## config.mk

```make
export PLATFORM = sky130hd
export DESIGN_NAME = nvs_ctrl
export DESIGN_NICKNAME = d
export VERILOG_FILES = /design/src/rtl/nvs_pkg.sv /design/src/rtl/nvs_unlock.sv /design/src/rtl/nvs_wtimer.sv /design/src/rtl/nvs_array.sv /design/src/rtl/nvs_ctrl.sv
export SDC_FILE = /design/constraint.sdc
export NUM_CORES = 1
export LEC_CHECK = 0
export ABC_CLOCK_PERIOD_IN_PS = 6400
export BUFFER_PORTS_ARGS = -buffer_cell sky130_fd_sc_hd__clkbuf_2
export CORE_MARGIN = 4
export CORE_UTILIZATION = 50
export CTS_BUF_LIST = sky130_fd_sc_hd__clkbuf_4
export CTS_CLUSTER_DIAMETER = 80
export CTS_CLUSTER_SIZE = 8
export DETAILED_ROUTE_END_ITERATION = 10
export GPL_ROUTABILITY_DRIVEN = 0
export PLACE_DENSITY = 0.65
export REMOVE_ABC_BUFFERS = 1
export SYNTH_ARGS = -nofsm -noshare
export SYNTH_HDL_FRONTEND = slang
export SYNTH_SLANG_ARGS = --single-unit
```

## constraint.sdc

```tcl
create_clock -name clk -period 6.4 [get_ports clk]
set_input_delay 1.28 -clock clk [delete_from_list [all_inputs] [get_ports clk]]
set_output_delay 1.28 -clock clk [all_outputs]
set_load 0.01 [all_outputs]
```

## src/rtl/nvs_pkg.sv

```systemverilog
package nvs_pkg;

  localparam int DW = 8;

  typedef enum logic [1:0] {
    SEL_ADDR = 2'd0,
    SEL_DATA = 2'd1,
    SEL_CTRL = 2'd2,
    SEL_UNLK = 2'd3
  } reg_sel_e;

  localparam int CB_RD   = 0;
  localparam int CB_WR   = 1;
  localparam int CB_WE   = 2;
  localparam int CB_ERR  = 3;
  localparam int CB_DONE = 4;

  localparam logic [DW-1:0] KEY_FIRST  = 8'h55;
  localparam logic [DW-1:0] KEY_SECOND = 8'hAA;

  typedef enum logic [1:0] {
    UL_IDLE  = 2'd0,
    UL_HALF  = 2'd1,
    UL_ARMED = 2'd2
  } ulk_e;

  // Next key-sequence state for one bus cycle.
  function automatic ulk_e unlock_next(ulk_e st, logic acc, logic is_wr,
                                       reg_sel_e sel, logic [DW-1:0] d);
    ulk_e nx;
    if (!acc)
      nx = st;
    else if (is_wr && sel == SEL_UNLK && d == KEY_FIRST)
      nx = UL_HALF;
    else if (st == UL_HALF && is_wr && sel == SEL_UNLK && d == KEY_SECOND)
      nx = UL_ARMED;
    else
      nx = UL_IDLE;
    return nx;
  endfunction

  // Control byte image; unused upper bits are zero.
  function automatic logic [DW-1:0] ctrl_pack(logic rd, logic wr, logic we,
                                              logic err, logic done);
    logic [DW-1:0] v;
    v          = '0;
    v[CB_RD]   = rd;
    v[CB_WR]   = wr;
    v[CB_WE]   = we;
    v[CB_ERR]  = err;
    v[CB_DONE] = done;
    return v;
  endfunction

endpackage

```

## src/rtl/nvs_unlock.sv

```systemverilog
module nvs_unlock
  import nvs_pkg::*;
(
  input  logic          clk,
  input  logic          por_n,
  input  logic          warm_rst,
  input  logic          acc,
  input  logic          is_wr,
  input  reg_sel_e      sel,
  input  logic [DW-1:0] wdata,
  output logic          armed
);

  ulk_e st_q;

  always_ff @(posedge clk or negedge por_n) begin
    if (!por_n)
      st_q <= UL_IDLE;
    else if (warm_rst)
      st_q <= UL_IDLE;
    else
      st_q <= unlock_next(st_q, acc, is_wr, sel, wdata);
  end

  assign armed = (st_q == UL_ARMED);


  arm_after_second_key_chk: assert property (@(posedge clk) disable iff (!por_n)
    $rose(armed) |-> $past(acc && is_wr && sel == SEL_UNLK && wdata == KEY_SECOND));


  arm_dropped_on_access_chk: assert property (@(posedge clk) disable iff (!por_n)
    (armed && acc && !warm_rst) |=> !armed);

endmodule

```

## src/rtl/nvs_wtimer.sv

```systemverilog
module nvs_wtimer #(
  parameter int CYC = 500000
) (
  input  logic clk,
  input  logic por_n,
  input  logic warm_rst,
  input  logic start,
  output logic busy,
  output logic expire
);

  localparam int CW = (CYC > 1) ? $clog2(CYC) : 1;
  localparam logic [CW-1:0] LOAD = CW'(CYC - 1);

  logic [CW-1:0] cnt_q;
  logic          busy_q;

  always_ff @(posedge clk or negedge por_n) begin
    if (!por_n) begin
      busy_q <= 1'b0;
      cnt_q  <= '0;
    end else if (warm_rst) begin
      busy_q <= 1'b0;
      cnt_q  <= '0;
    end else if (start) begin
      busy_q <= 1'b1;
      cnt_q  <= LOAD;
    end else if (busy_q) begin
      if (cnt_q == '0)
        busy_q <= 1'b0;
      else
        cnt_q <= cnt_q - 1'b1;
    end
  end

  assign busy   = busy_q;
  assign expire = busy_q && (cnt_q == '0) && !warm_rst;


  no_restart_chk: assert property (@(posedge clk) disable iff (!por_n)
    start |-> !busy);


  busy_ends_after_expire_chk: assert property (@(posedge clk) disable iff (!por_n)
    expire |=> !busy);

endmodule

```

## src/rtl/nvs_array.sv

```systemverilog
module nvs_array #(
  parameter int AW = 6,
  parameter int DW = 8
) (
  input  logic          clk,
  input  logic          wen,
  input  logic [AW-1:0] waddr,
  input  logic [DW-1:0] wdata,
  input  logic [AW-1:0] raddr,
  output logic [DW-1:0] rdata
);

  localparam int DEPTH = 1 << AW;

  logic [DW-1:0] mem [DEPTH];

  always_ff @(posedge clk) begin
    if (wen)
      mem[waddr] <= wdata;
  end

  assign rdata = mem[raddr];

endmodule

```

## src/rtl/nvs_ctrl.sv

```systemverilog
module nvs_ctrl
  import nvs_pkg::*;
#(
  parameter int WR_CYCLES = 500000,
  parameter int AW        = 6
) (
  input  logic          clk,
  input  logic          por_n,
  input  logic          warm_rst,
  input  logic [1:0]    bus_sel,
  input  logic          bus_wr,
  input  logic          bus_rd,
  input  logic [DW-1:0] bus_wdata,
  output logic [DW-1:0] bus_rdata,
  output logic          done_pulse
);

  localparam int PADW = DW - AW;

  reg_sel_e      sel;
  logic          acc, ctrl_wr, armed;
  logic          wr_start, rd_req, wr_busy, wr_expire;
  logic [AW-1:0] addr_q, wa_q;
  logic [DW-1:0] data_q, wd_q, cell_rd;
  logic          rd_q, we_q, err_q, done_q, pulse_q;

  assign sel      = reg_sel_e'(bus_sel);
  assign acc      = bus_wr || bus_rd;
  assign ctrl_wr  = bus_wr && (sel == SEL_CTRL);
  assign wr_start = ctrl_wr && bus_wdata[CB_WR] && !wr_busy && armed && we_q;
  assign rd_req   = ctrl_wr && bus_wdata[CB_RD] && !wr_busy && !wr_start && !rd_q;

  nvs_unlock u_unlock (
    .clk      (clk),
    .por_n    (por_n),
    .warm_rst (warm_rst),
    .acc      (acc),
    .is_wr    (bus_wr),
    .sel      (sel),
    .wdata    (bus_wdata),
    .armed    (armed)
  );

  nvs_wtimer #(.CYC(WR_CYCLES)) u_timer (
    .clk      (clk),
    .por_n    (por_n),
    .warm_rst (warm_rst),
    .start    (wr_start),
    .busy     (wr_busy),
    .expire   (wr_expire)
  );

  nvs_array #(.AW(AW), .DW(DW)) u_array (
    .clk   (clk),
    .wen   (wr_expire),
    .waddr (wa_q),
    .wdata (wd_q),
    .raddr (addr_q),
    .rdata (cell_rd)
  );

  // Address, data and read-start: cleared by either reset.
  always_ff @(posedge clk or negedge por_n) begin
    if (!por_n) begin
      addr_q <= '0;
      data_q <= '0;
      rd_q   <= 1'b0;
    end else if (warm_rst) begin
      addr_q <= '0;
      data_q <= '0;
      rd_q   <= 1'b0;
    end else begin
      if (bus_wr && sel == SEL_ADDR)
        addr_q <= bus_wdata[AW-1:0];
      if (rd_q)
        data_q <= cell_rd;
      else if (bus_wr && sel == SEL_DATA)
        data_q <= bus_wdata;
      rd_q <= rd_req;
    end
  end

  // Write buffer captured at acceptance.
  always_ff @(posedge clk or negedge por_n) begin
    if (!por_n) begin
      wa_q <= '0;
      wd_q <= '0;
    end else if (wr_start) begin
      wa_q <= addr_q;
      wd_q <= data_q;
    end
  end

  // Enable and flags: only power-on reset clears them.
  always_ff @(posedge clk or negedge por_n) begin
    if (!por_n) begin
      we_q    <= 1'b0;
      err_q   <= 1'b0;
      done_q  <= 1'b0;
      pulse_q <= 1'b0;
    end else if (warm_rst) begin
      if (wr_busy)
        err_q <= 1'b1;
      pulse_q <= 1'b0;
    end else begin
      pulse_q <= wr_expire;
      if (ctrl_wr) begin
        we_q <= bus_wdata[CB_WE];
        if (!bus_wdata[CB_ERR])
          err_q <= 1'b0;
      end
      if (wr_expire)
        done_q <= 1'b1;
      else if (ctrl_wr && !bus_wdata[CB_DONE])
        done_q <= 1'b0;
    end
  end

  always_comb begin
    case (sel)
      SEL_ADDR: bus_rdata = {{PADW{1'b0}}, addr_q};
      SEL_DATA: bus_rdata = data_q;
      SEL_CTRL: bus_rdata = ctrl_pack(rd_q, wr_busy, we_q, err_q, done_q);
      default:  bus_rdata = '0;
    endcase
  end

  assign done_pulse = pulse_q;


  start_needs_key_and_enable_chk: assert property (@(posedge clk) disable iff (!por_n)
    $rose(wr_busy) |-> $past(armed && we_q));


  abort_sets_error_chk: assert property (@(posedge clk) disable iff (!por_n)
    (warm_rst && wr_busy) |=> (err_q && !wr_busy && !done_pulse));


  pulse_with_flag_chk: assert property (@(posedge clk) disable iff (!por_n)
    done_pulse |-> done_q);


  pulse_single_chk: assert property (@(posedge clk) disable iff (!por_n)
    done_pulse |=> !done_pulse);


  ctrl_upper_zero_chk: assert property (@(posedge clk) disable iff (!por_n)
    (sel == SEL_CTRL) |-> (bus_rdata[7:5] == 3'b000));


  key_reads_zero_chk: assert property (@(posedge clk) disable iff (!por_n)
    (sel == SEL_UNLK) |-> (bus_rdata == '0));


  read_one_cycle_chk: assert property (@(posedge clk) disable iff (!por_n)
    rd_q |=> !rd_q);


  no_read_while_busy_chk: assert property (@(posedge clk) disable iff (!por_n)
    wr_busy |=> !rd_q);

endmodule

```

==> out/metrics.csv, run 1 <==
metric;value;unit
design_area;24200;µm²
antenna_found_initial;1;
yosysWarnings;0;
synth_sequential_area_ratio;74.1;%
wl;54000;µm
multi_input_comb_area;5560;µm²
synth_top_area_cell;edfxtp_1;
cp-end-kind;flop;
layout_commonest_cell;edfxtp_1;
post_drt_via_cell_ratio;6.32;
layout_common_cells;edfxtp_1, mux4_2, clkbuf_4, nor2_1, nand2_1;
ant_nets;0;
vias;11900;
clock_path_buffers;3;
leakage;6.29;nW
synth_top_cells_by_area;edfxtp_1, mux4_2, dfrtp_1, mux2i_1, nor2_1;
grt_pass1_vias;11800;
slew_headroom;23.1;%
timing.final.ws_setup;2.41;ns
crit_type;flop to flop;
num_io_pins;24;
grt_util_all_layers;22.6;%
slew_viol_final;0;
nNetsFinal;1274;
die-area;48600;µm²
synthCells;1209;
cp_max_fo;8;
ctsHtreeMaxLevel;3;
worstMarginPinSlew;1.15;ns
worstHoldPathType;flop to flop;
syn_area;22600;µm²
n_fill_cell;3420;
placed_cell_area;23300;µm²
crit_arrival;4.40;ns
synth.avg_cell_area;18.7;µm²
fmax;0.250;GHz
syn_to_final_growth;7.08;%
synth_top_area_share;68.1;%
peakVddDrop;0.000120;V
post-dp-hpwl;31800;µm
outcome;complete, no violations;
start_util;50.9;%
cts_root_buf;clkbuf_4;
setup.worst_path.start_class;flop;
final.setup.tns;0;ns
grt_pass1_wl;79800;µm
coreArea;44400;µm²
drt_iter0_drc;1784;
pre_cts_ws;1.97;ns
tritoncts;yes;
cts.sink_count;567;
power_density;254;nW/µm²
clk_pin_slew_worst_paths;0.11;ns
hold_path_depth;1;
synthArstFlopShare;9.70;%
synth.distinct_cells;54;
drc;0;
dr.pass1.iters;6;
synth-seq-cells;567;
portBuffers;23;
synth_edf_count;512;
postCtsSetupBuffers;0;
postCtsHoldBufs;0;
grt_max_degree;66;
die_height;221;µm
fin_crit_sh;62.4;%
layout-drive-gt1-share;23.5;%
seqCellArea;16800;µm²
grt.overflow.total;0;
clk_latency;0.81;ns
r2r_cells;5;
rows;77;
min_period;3.99;ns
finalSetupViolations;0;
die_w;221;µm
clock_skew;0.0507;ns
maxCapViolations;0;
ys.flop_type;edfxtp_1;
rsz0062_at_grt;no;
post_cts_resized;0;
hold_violations;0;
wl_per_cell;28.6;µm
cts_inserted_buffers;80;
required;6.81;ns
==> per-stage QoR <==
step	cells	hold slack [ns]	util (%)	power (mW)
after floorplan	1143	0.444	-	4.16
after global placement	1768	0.465	52.5	4.21
after detailed placement	1768	0.494	52.5	4.21
after CTS	1884	0.518	54.5	6.21
after global routing	1885	0.535	54.5	6.39
final	1885	0.513	54.5	6.16
==> worst paths after layout <==
kind / startpoint / end / slack [ns]
min in group asynchronous: por_n / u_timer.cnt_q[11] / 0.60
min: u_timer.cnt_q[8] / u_timer.cnt_q[8] / 0.51
max reg2reg: u_timer.cnt_q[11] / u_array.mem[49][2] / 2.41
max: u_timer.cnt_q[11] / u_array.mem[49][2] / 2.41
max in group asynchronous: por_n / wd_q[7] / 5.24
min reg2reg: u_timer.cnt_q[8] / u_timer.cnt_q[8] / 0.51
==> sequential cells by signal (all words and copies together) (netlist names), 2 cells and up <==
register / cells
wa_q: 6
addr_q: 6
u_array.mem: 512
u_unlock.st_q: 2
data_q: 8
u_timer.cnt_q: 19
wd_q: 8
==> cell usage after synthesis (3+ instances only) <==
library cell	count
edfxtp_1	512
mux4_2	129
nor2_1	96
nand2_1	83
dfrtp_1	55
mux2i_1	49
clkbuf_1	35
a22oi_1	27
a21oi_1	21
nand3_1	20
buf_2	18
o21ai_0	14
buf_1	13
nand3b_1	11
nor3_1	9
a211oi_1	8
a221oi_1	8
nand4b_1	8
o22ai_1	8
nor2b_1	7
or3_1	7
and3_1	6
or3b_2	6
a31oi_1	5
nand4_1	5
nor4_1	5
nor4bb_1	4
xnor2_1	4
and2_1	3
inv_1	3
nor3b_1	3
==> cells by family after synthesis <==
family | Yosys count | synth area share, %
and+or+nand+nor | 285 | 6.21
xor gates and xnor gates | 4 | 0.155
AOI/OAI and AO/OA | 104 | 3.10
buffers and inverters | 69 | 1.25
adders and majority gates | 1 | 0.0554
muxes | 179 | 15.1
DFF | 567 | 74.1
==> worst max-delay path, cell delays in order (launching register included) <==
cell	delay (ns)
dfrtp_1	0.44
or4_4	0.57
or4b_1	0.58
nor4b_2	0.47
nand3b_1	0.70
nor2_1	0.82
==> power breakdown <==
group,switching (mW),internal (mW)
Combinational,0.0729,0.0523
Clock,1.18,0.842
Sequential,0.0246,3.98
==> routing by layer <==
metal | GRT usage (%) | up-vias | wire length [µm]
met5 | 0 | - | 0
met4 | 6.10 | 0 | 1200
li1 | - | 5004 | -
met1 | 33.4 | 6231 | 22800
met2 | 35.0 | 595 | 25300
met3 | 4.49 | 74 | 4600
==> final cells by class <==
class,count,share of cell area (%)
Tap cell,592,3.06
Inverter,3,0.0466
Clock inverter,2,0.140
Sequential cell,567,69.4
Multi-Input combinational cell,573,23.0
Clock buffer,114,3.54
Timing Repair Buffer,33,0.786
Antenna cell,1,0.0103
No activity file was read; power rests on OpenSTA's default activity.
==> run 2, diff against run 1 <==
--- a/config.mk
+++ b/config.mk
@@ -5,7 +5,7 @@
 export SDC_FILE = /design/constraint.sdc
 export NUM_CORES = 1
 export LEC_CHECK = 0
-export ABC_CLOCK_PERIOD_IN_PS = 6400
+export ABC_CLOCK_PERIOD_IN_PS = 4100
 export BUFFER_PORTS_ARGS = -buffer_cell sky130_fd_sc_hd__clkbuf_2
 export CORE_MARGIN = 4
 export CORE_UTILIZATION = 50
==> constraint.sdc (replaced) <==
create_clock -name clk -period 4.1 [get_ports clk]
set_input_delay 0.82 -clock clk [delete_from_list [all_inputs] [get_ports clk]]
set_output_delay 0.82 -clock clk [all_outputs]
set_load 0.01 [all_outputs]
==> out/metrics.csv, run 2 (synthesis results as in run 1) <==
metric;value;unit
outcome;complete, no violations;
hold_violations;0;
coreArea;44400;µm²
power_density;385;nW/µm²
cts_inserted_buffers;80;
postCtsHoldBufs;0;
n_fill_cell;3401;
slew_viol_final;0;
total_power;9.47;mW
fmax;0.296;GHz
die_height;221;µm
syn_to_final_growth;8.73;%
pre_cts_ws;0.764;ns
grt_util_all_layers;22.6;%
start_util;50.9;%
cts.sink_count;567;
dr.pass1.iters;5;
layout_common_cells;edfxtp_1, mux4_2, nor2_1, clkbuf_4, nand2_1;
post_cts_resized;0;
largest_reg_flops;512;
wl_per_cell;27.7;µm
finalSetupViolations;0;
pwr-share-clk;31.8;%
grt_pass1_vias;12000;
crit_type;flop to flop;
cpPeakStageDelay;0.60;ns
timing.final.ws_setup;0.716;ns
postCtsSetupBuffers;0;
post_drt_via_cell_ratio;6.31;
post-dp-hpwl;32800;µm
nNetsFinal;1331;
grt.overflow.total;0;
clk_latency;0.84;ns
cp-end-kind;flop;
wl;53400;µm
drc;0;
crit_arrival;3.91;ns
ant_nets;0;
layout_commonest_cell;edfxtp_1;
antenna_found_initial;1;
tritoncts;yes;
worstHoldPathType;input port to async pin;
pwr-share-comb;2.2;%
reg_top3;u_array.mem x512, u_timer.cnt_q x19;
num_io_pins;24;
rows;77;
cts_root_buf;clkbuf_4;
p_int;7.49;mW
clock_path_buffers;3;
clock_skew;0.0603;ns
vias;12200;
maxCapViolations;0;
slew_headroom;27.3;%
grt_pass1_wl;79600;µm
cp_cell_sequence;or4_4 -> or4b_1 -> nor4b_2 -> nand3b_1 -> nor2_1 -> buf_4;
switchingPower;1.98;mW
clk_pin_slew_worst_paths;0.12;ns
setup.worst_path.start_class;flop;
crit_slowest_cell;nand3b_1;
fin_crit_sh;82.5;%
die-area;48600;µm²
worstMarginPinSlew;1.09;ns
peakVddDrop;0.000190;V
required;4.62;ns
drt_iter0_drc;1457;
ctsHtreeMaxLevel;3;
regMostFlops;u_array.mem;
portBuffers;23;
leakage;6.54;nW
rsz0062_at_grt;no;
min_period;3.38;ns
p_seq_share;66.0;%
layout-drive-gt1-share;25.9;%
grt_max_degree;66;
cp_max_fo;8;
die_w;221;µm
switching_share;20.9;%
[run 2: changes by cell type in the layout (fill, tap and decap cells not counted)]
| cell | before | now |
|---|---|---|
| dfrtp_2 | 0 | 3 |
| buf_12 | 0 | 4 |
| clkbuf_4 | 114 | 95 |
| clkinvlp_4 | 0 | 1 |
| bufinv_16 | 1 | 2 |
| dfrtp_4 | 11 | 8 |
| buf_4 | 10 | 63 |
| inv_2 | 1 | 3 |
[run 2: worst max-delay path: cells and delay by family (launching register included)]
family	cells	cell delay (ns)
buffers and inverters	1	0.20
and+or+nand+nor	5	2.46
DFF	1	0.43
[run 2: routing by layer]
| metal | up-vias | global-route usage (%) | wire [µm] |
|---|---|---|---|
| li1 | 5103 | - | - |
| met1 | 6356 | 33.2 | 22300 |
| met2 | 625 | 34.3 | 24900 |
| met3 | 73 | 5.12 | 4980 |
| met4 | 0 | 6.86 | 1230 |
| met5 | - | 0 | 0 |
[run 2: area by class of cell]
class                           instances  area (µm²)  share of cell area, %
Antenna cell                            1        2.50                 0.0102
Clock buffer                           95         713                   2.90
Clock inverter                          6        78.8                  0.321
Inverter                                3        11.3                 0.0458
Multi-Input combinational cell        573        5560                   22.7
Sequential cell                       567       16800                   68.3
Tap cell                              592         741                   3.02
Timing Repair Buffer                   90         668                   2.72
[run 2: worst paths after layout]
| kind | to | cells after the start | slack (ns) | from |
|---|---|---|---|---|
| min in group clk | rd_q | 3 | 0.30 | bus_wdata[0] |
| max reg2reg | u_array.mem[57][2] | 6 | 0.72 | u_timer.cnt_q[11] |
| max in group asynchronous | wd_q[5] | 2 | 3.08 | por_n |
| max | u_array.mem[57][2] | 6 | 0.72 | u_timer.cnt_q[11] |
| min | addr_q[2] | 1 | 0.15 | por_n |
| min reg2reg | u_timer.cnt_q[8] | 1 | 0.49 | u_timer.cnt_q[8] |
[run 2: through the flow]
step | cells | util, % | hold slack (ns) | setup TNS, ns | area [µm²]
floorplan | 1143 | - | 0.444 | -12.67 | 22300
finish | 1927 | 55.3 | 0.151 | 0 | 24600
global route | 1927 | 55.3 | 0.185 | 0 | 24600
detailed placement | 1825 | 53.5 | 0.478 | 0 | 23800
global placement | 1825 | 53.5 | 0.464 | 0 | 23800
CTS | 1926 | 55.3 | 0.113 | 0 | 24600
[run 2: power groups by stage]
stage          registers [mW]  logic, mW  clock network [mW]
2_1_floorplan            6.39      0.111                   0
3_3_place_gp             6.38      0.207                   0
3_5_place_dp             6.38      0.210                   0
4_1_cts                  6.25      0.210                3.10
5_1_grt                  6.25      0.226                3.37
6_report                 6.25      0.209                3.01
==> run 3, diff against run 2 <==
--- a/config.mk
+++ b/config.mk
@@ -5,7 +5,8 @@
 export SDC_FILE = /design/constraint.sdc
 export NUM_CORES = 1
 export LEC_CHECK = 0
-export ABC_CLOCK_PERIOD_IN_PS = 4100
+export ABC_AREA = 1
+export ABC_CLOCK_PERIOD_IN_PS = 3100
 export BUFFER_PORTS_ARGS = -buffer_cell sky130_fd_sc_hd__clkbuf_2
 export CORE_MARGIN = 4
 export CORE_UTILIZATION = 50
@@ -14,7 +15,7 @@
 export CTS_CLUSTER_SIZE = 8
 export DETAILED_ROUTE_END_ITERATION = 10
 export GPL_ROUTABILITY_DRIVEN = 0
-export PLACE_DENSITY = 0.65
+export PLACE_DENSITY = 0.68
 export REMOVE_ABC_BUFFERS = 1
 export SYNTH_ARGS = -nofsm -noshare
 export SYNTH_HDL_FRONTEND = slang
==> constraint.sdc (replaced) <==
create_clock -name clk -period 3.1 [get_ports clk]
set_input_delay 0.62 -clock clk [delete_from_list [all_inputs] [get_ports clk]]
set_output_delay 0.62 -clock clk [all_outputs]
set_load 0.01 [all_outputs]
==> out/metrics.csv, run 3 <==
metric;value;unit
outcome;complete, no violations;
ctsHtreeMaxLevel;3;
clock_path_buffers;3;
hold_path_depth;2;
synth-seq-cells;567;
cts_root_buf;clkbuf_4;
grt_pass1_vias;15900;
n_fill_cell;3946;
wl;60100;µm
start_util;50.8;%
required;2.48;ns
ant_nets;0;
final_cells;2862;
yosysWarnings;0;
clock_skew;0.0749;ns
drt_iter0_drc;1775;
post_drt_via_cell_ratio;5.74;
maxCapViolations;0;
clk_latency;0.81;ns
num_io_pins;24;
synth_sequential_area_ratio;70.5;%
yosys-top-cells-count;nand2_1, edfxtp_1, nand3_1;
synth_top_cells_by_area;edfxtp_1, nand2_1, nand3_1, dfrtp_1, nor2_1;
die_height;226;µm
synth_most_common_cell;nand2_1;
crit_type;flop to output pin;
seqCellArea;16800;µm²
grt_max_degree;129;
cts_inserted_buffers;80;
peakVddDrop;0.000212;V
crit_arrival;2.34;ns
leakage;9.66;nW
pre_cts_ws;0.280;ns
die-area;51000;µm²
post-dp-hpwl;36300;µm
antenna_found_initial;1;
clk_pin_slew_worst_paths;0.09;ns
setup.worst_path.start_class;flop;
synth.avg_cell_area;11.1;µm²
portBuffers;23;
grt.overflow.total;0;
rrSetupSlack;0.29;ns
nNetsFinal;2241;
worstMarginPinSlew;0.856;ns
layout-drive-gt1-share;12.2;%
power_density;498;nW/µm²
dr.pass1.iters;5;
fmax;0.338;GHz
timing.final.ws_setup;0.145;ns
hold_violations;0;
largest_reg_flops;512;
layout_commonest_cell;nand2_1;
grt_util_all_layers;23.6;%
r2r_cells;12;
vias;16400;
reg_top3;u_array.mem x512, u_timer.cnt_q x19;
placedCellCount;2749;
synth_top_area_cell;edfxtp_1;
grt_pass1_wl;91300;µm
fin_crit_sh;95.3;%
multi_input_comb_area;6240;µm²
synthArstFlopShare;9.70;%
syn_to_final_growth;9.30;%
tritoncts;yes;
drc;0;
rows;79;
slew_viol_final;0;
slew_headroom;42.9;%
cts.sink_count;567;
wl_per_cell;21.0;µm
synth_edf_count;512;
worstHoldPathType;input port to flop;
synth.distinct_cells;34;
ys.flop_type;edfxtp_1;
synthCells;2138;
syn_area;23700;µm²
rsz0062_at_grt;no;
min_period;2.96;ns
layout_common_cells;nand2_1, edfxtp_1, nand3_1, clkbuf_4, nor2_1;
cp-end-kind;output pin;
regMostFlops;u_array.mem;
finalSetupViolations;0;
cp_max_fo;28;
die_w;226;µm
coreArea;46800;µm²
synth_top_area_share;64.7;%
[run 3: report_power, final]
| group | switching [mW] | total (mW) | internal (mW) |
|---|---|---|---|
| clock network | 2.43 | 4.13 | 1.71 |
| logic | 0.406 | 0.567 | 0.161 |
| registers | 0.0156 | 8.23 | 8.22 |
[run 3: kinds of logic (layout without fill, tap and decap cells)]
kind of cell | after synthesis | in the layout | share of synthesized area (%)
and+or+nand+nor | 1304 | 1304 | 24.1
DFF | 567 | 567 | 70.5
buffers and inverters | 182 | 298 | 3.19
AOI/OAI and AO/OA | 74 | 74 | 1.73
xor gates and xnor gates | 10 | 10 | 0.369
adders and majority gates | 1 | 1 | 0.0527
other | 0 | 1 | 0
[run 3: layer usage]
layer	track usage (%)	share of wire, %	up-vias
li1	-	-	7602
met1	32.5	41	7857
met2	36.7	46	815
met3	4.78	9.1	151
met4	10.4	4.1	0
met5	0	0	-
[run 3: what timing repair did]
action	4_1_cts	5_1_grt
buffers inserted	0	0
pin swaps	0	0
resized for setup	1	2
cloned	0	0
hold buffers	1	0
endpoints found under the hold margin	12	0
setup endpoints to repair	1	2
[run 3: worst paths after layout]
path,start,to
worst max-delay path,addr_q[2],bus_rdata[2]
worst min-delay path,warm_rst,u_unlock.st_q[0]
worst max register to register,u_timer.cnt_q[1],u_array.mem[19][1]
worst min register to register,data_q[6],data_q[6]
max in group asynchronous,por_n,u_timer.cnt_q[0]
min in group asynchronous,por_n,wa_q[2]
[run 3: stage by stage]
stage | setup TNS, ns | util (%) | hold WS [ns] | power (mW) | cell area, µm²
3_5_place_dp | 0 | 53.6 | 0.465 | 8.96 | 25100
4_1_cts | 0 | 55.5 | 0.0118 | 13.0 | 25900
6_report | 0 | 55.5 | 0.0763 | 12.9 | 26000
5_1_grt | 0 | 55.5 | 0.0557 | 13.4 | 26000
2_1_floorplan | -66.87 | - | 0.324 | 8.78 | 23200
3_3_place_gp | 0 | 53.6 | 0.462 | 8.95 | 25100
[run 3: cell type report]
cell class                 instances  area share, %
antenna                            1        0.00964
clock buffer                     105           3.04
clock inverter                     6          0.304
inverter                          63          0.974
multi-input combinational       1389           24.0
sequential                       567           64.6
tap                              607           2.93
timing repair buffer             124           4.10
[run 3: critical path, stage by stage, from the launching register on]
cell and delay, ns:
dfrtp_2 0.38, clkinv_2 0.33, buf_4 0.39, o221ai_1 0.25, clkbuf_2 0.18
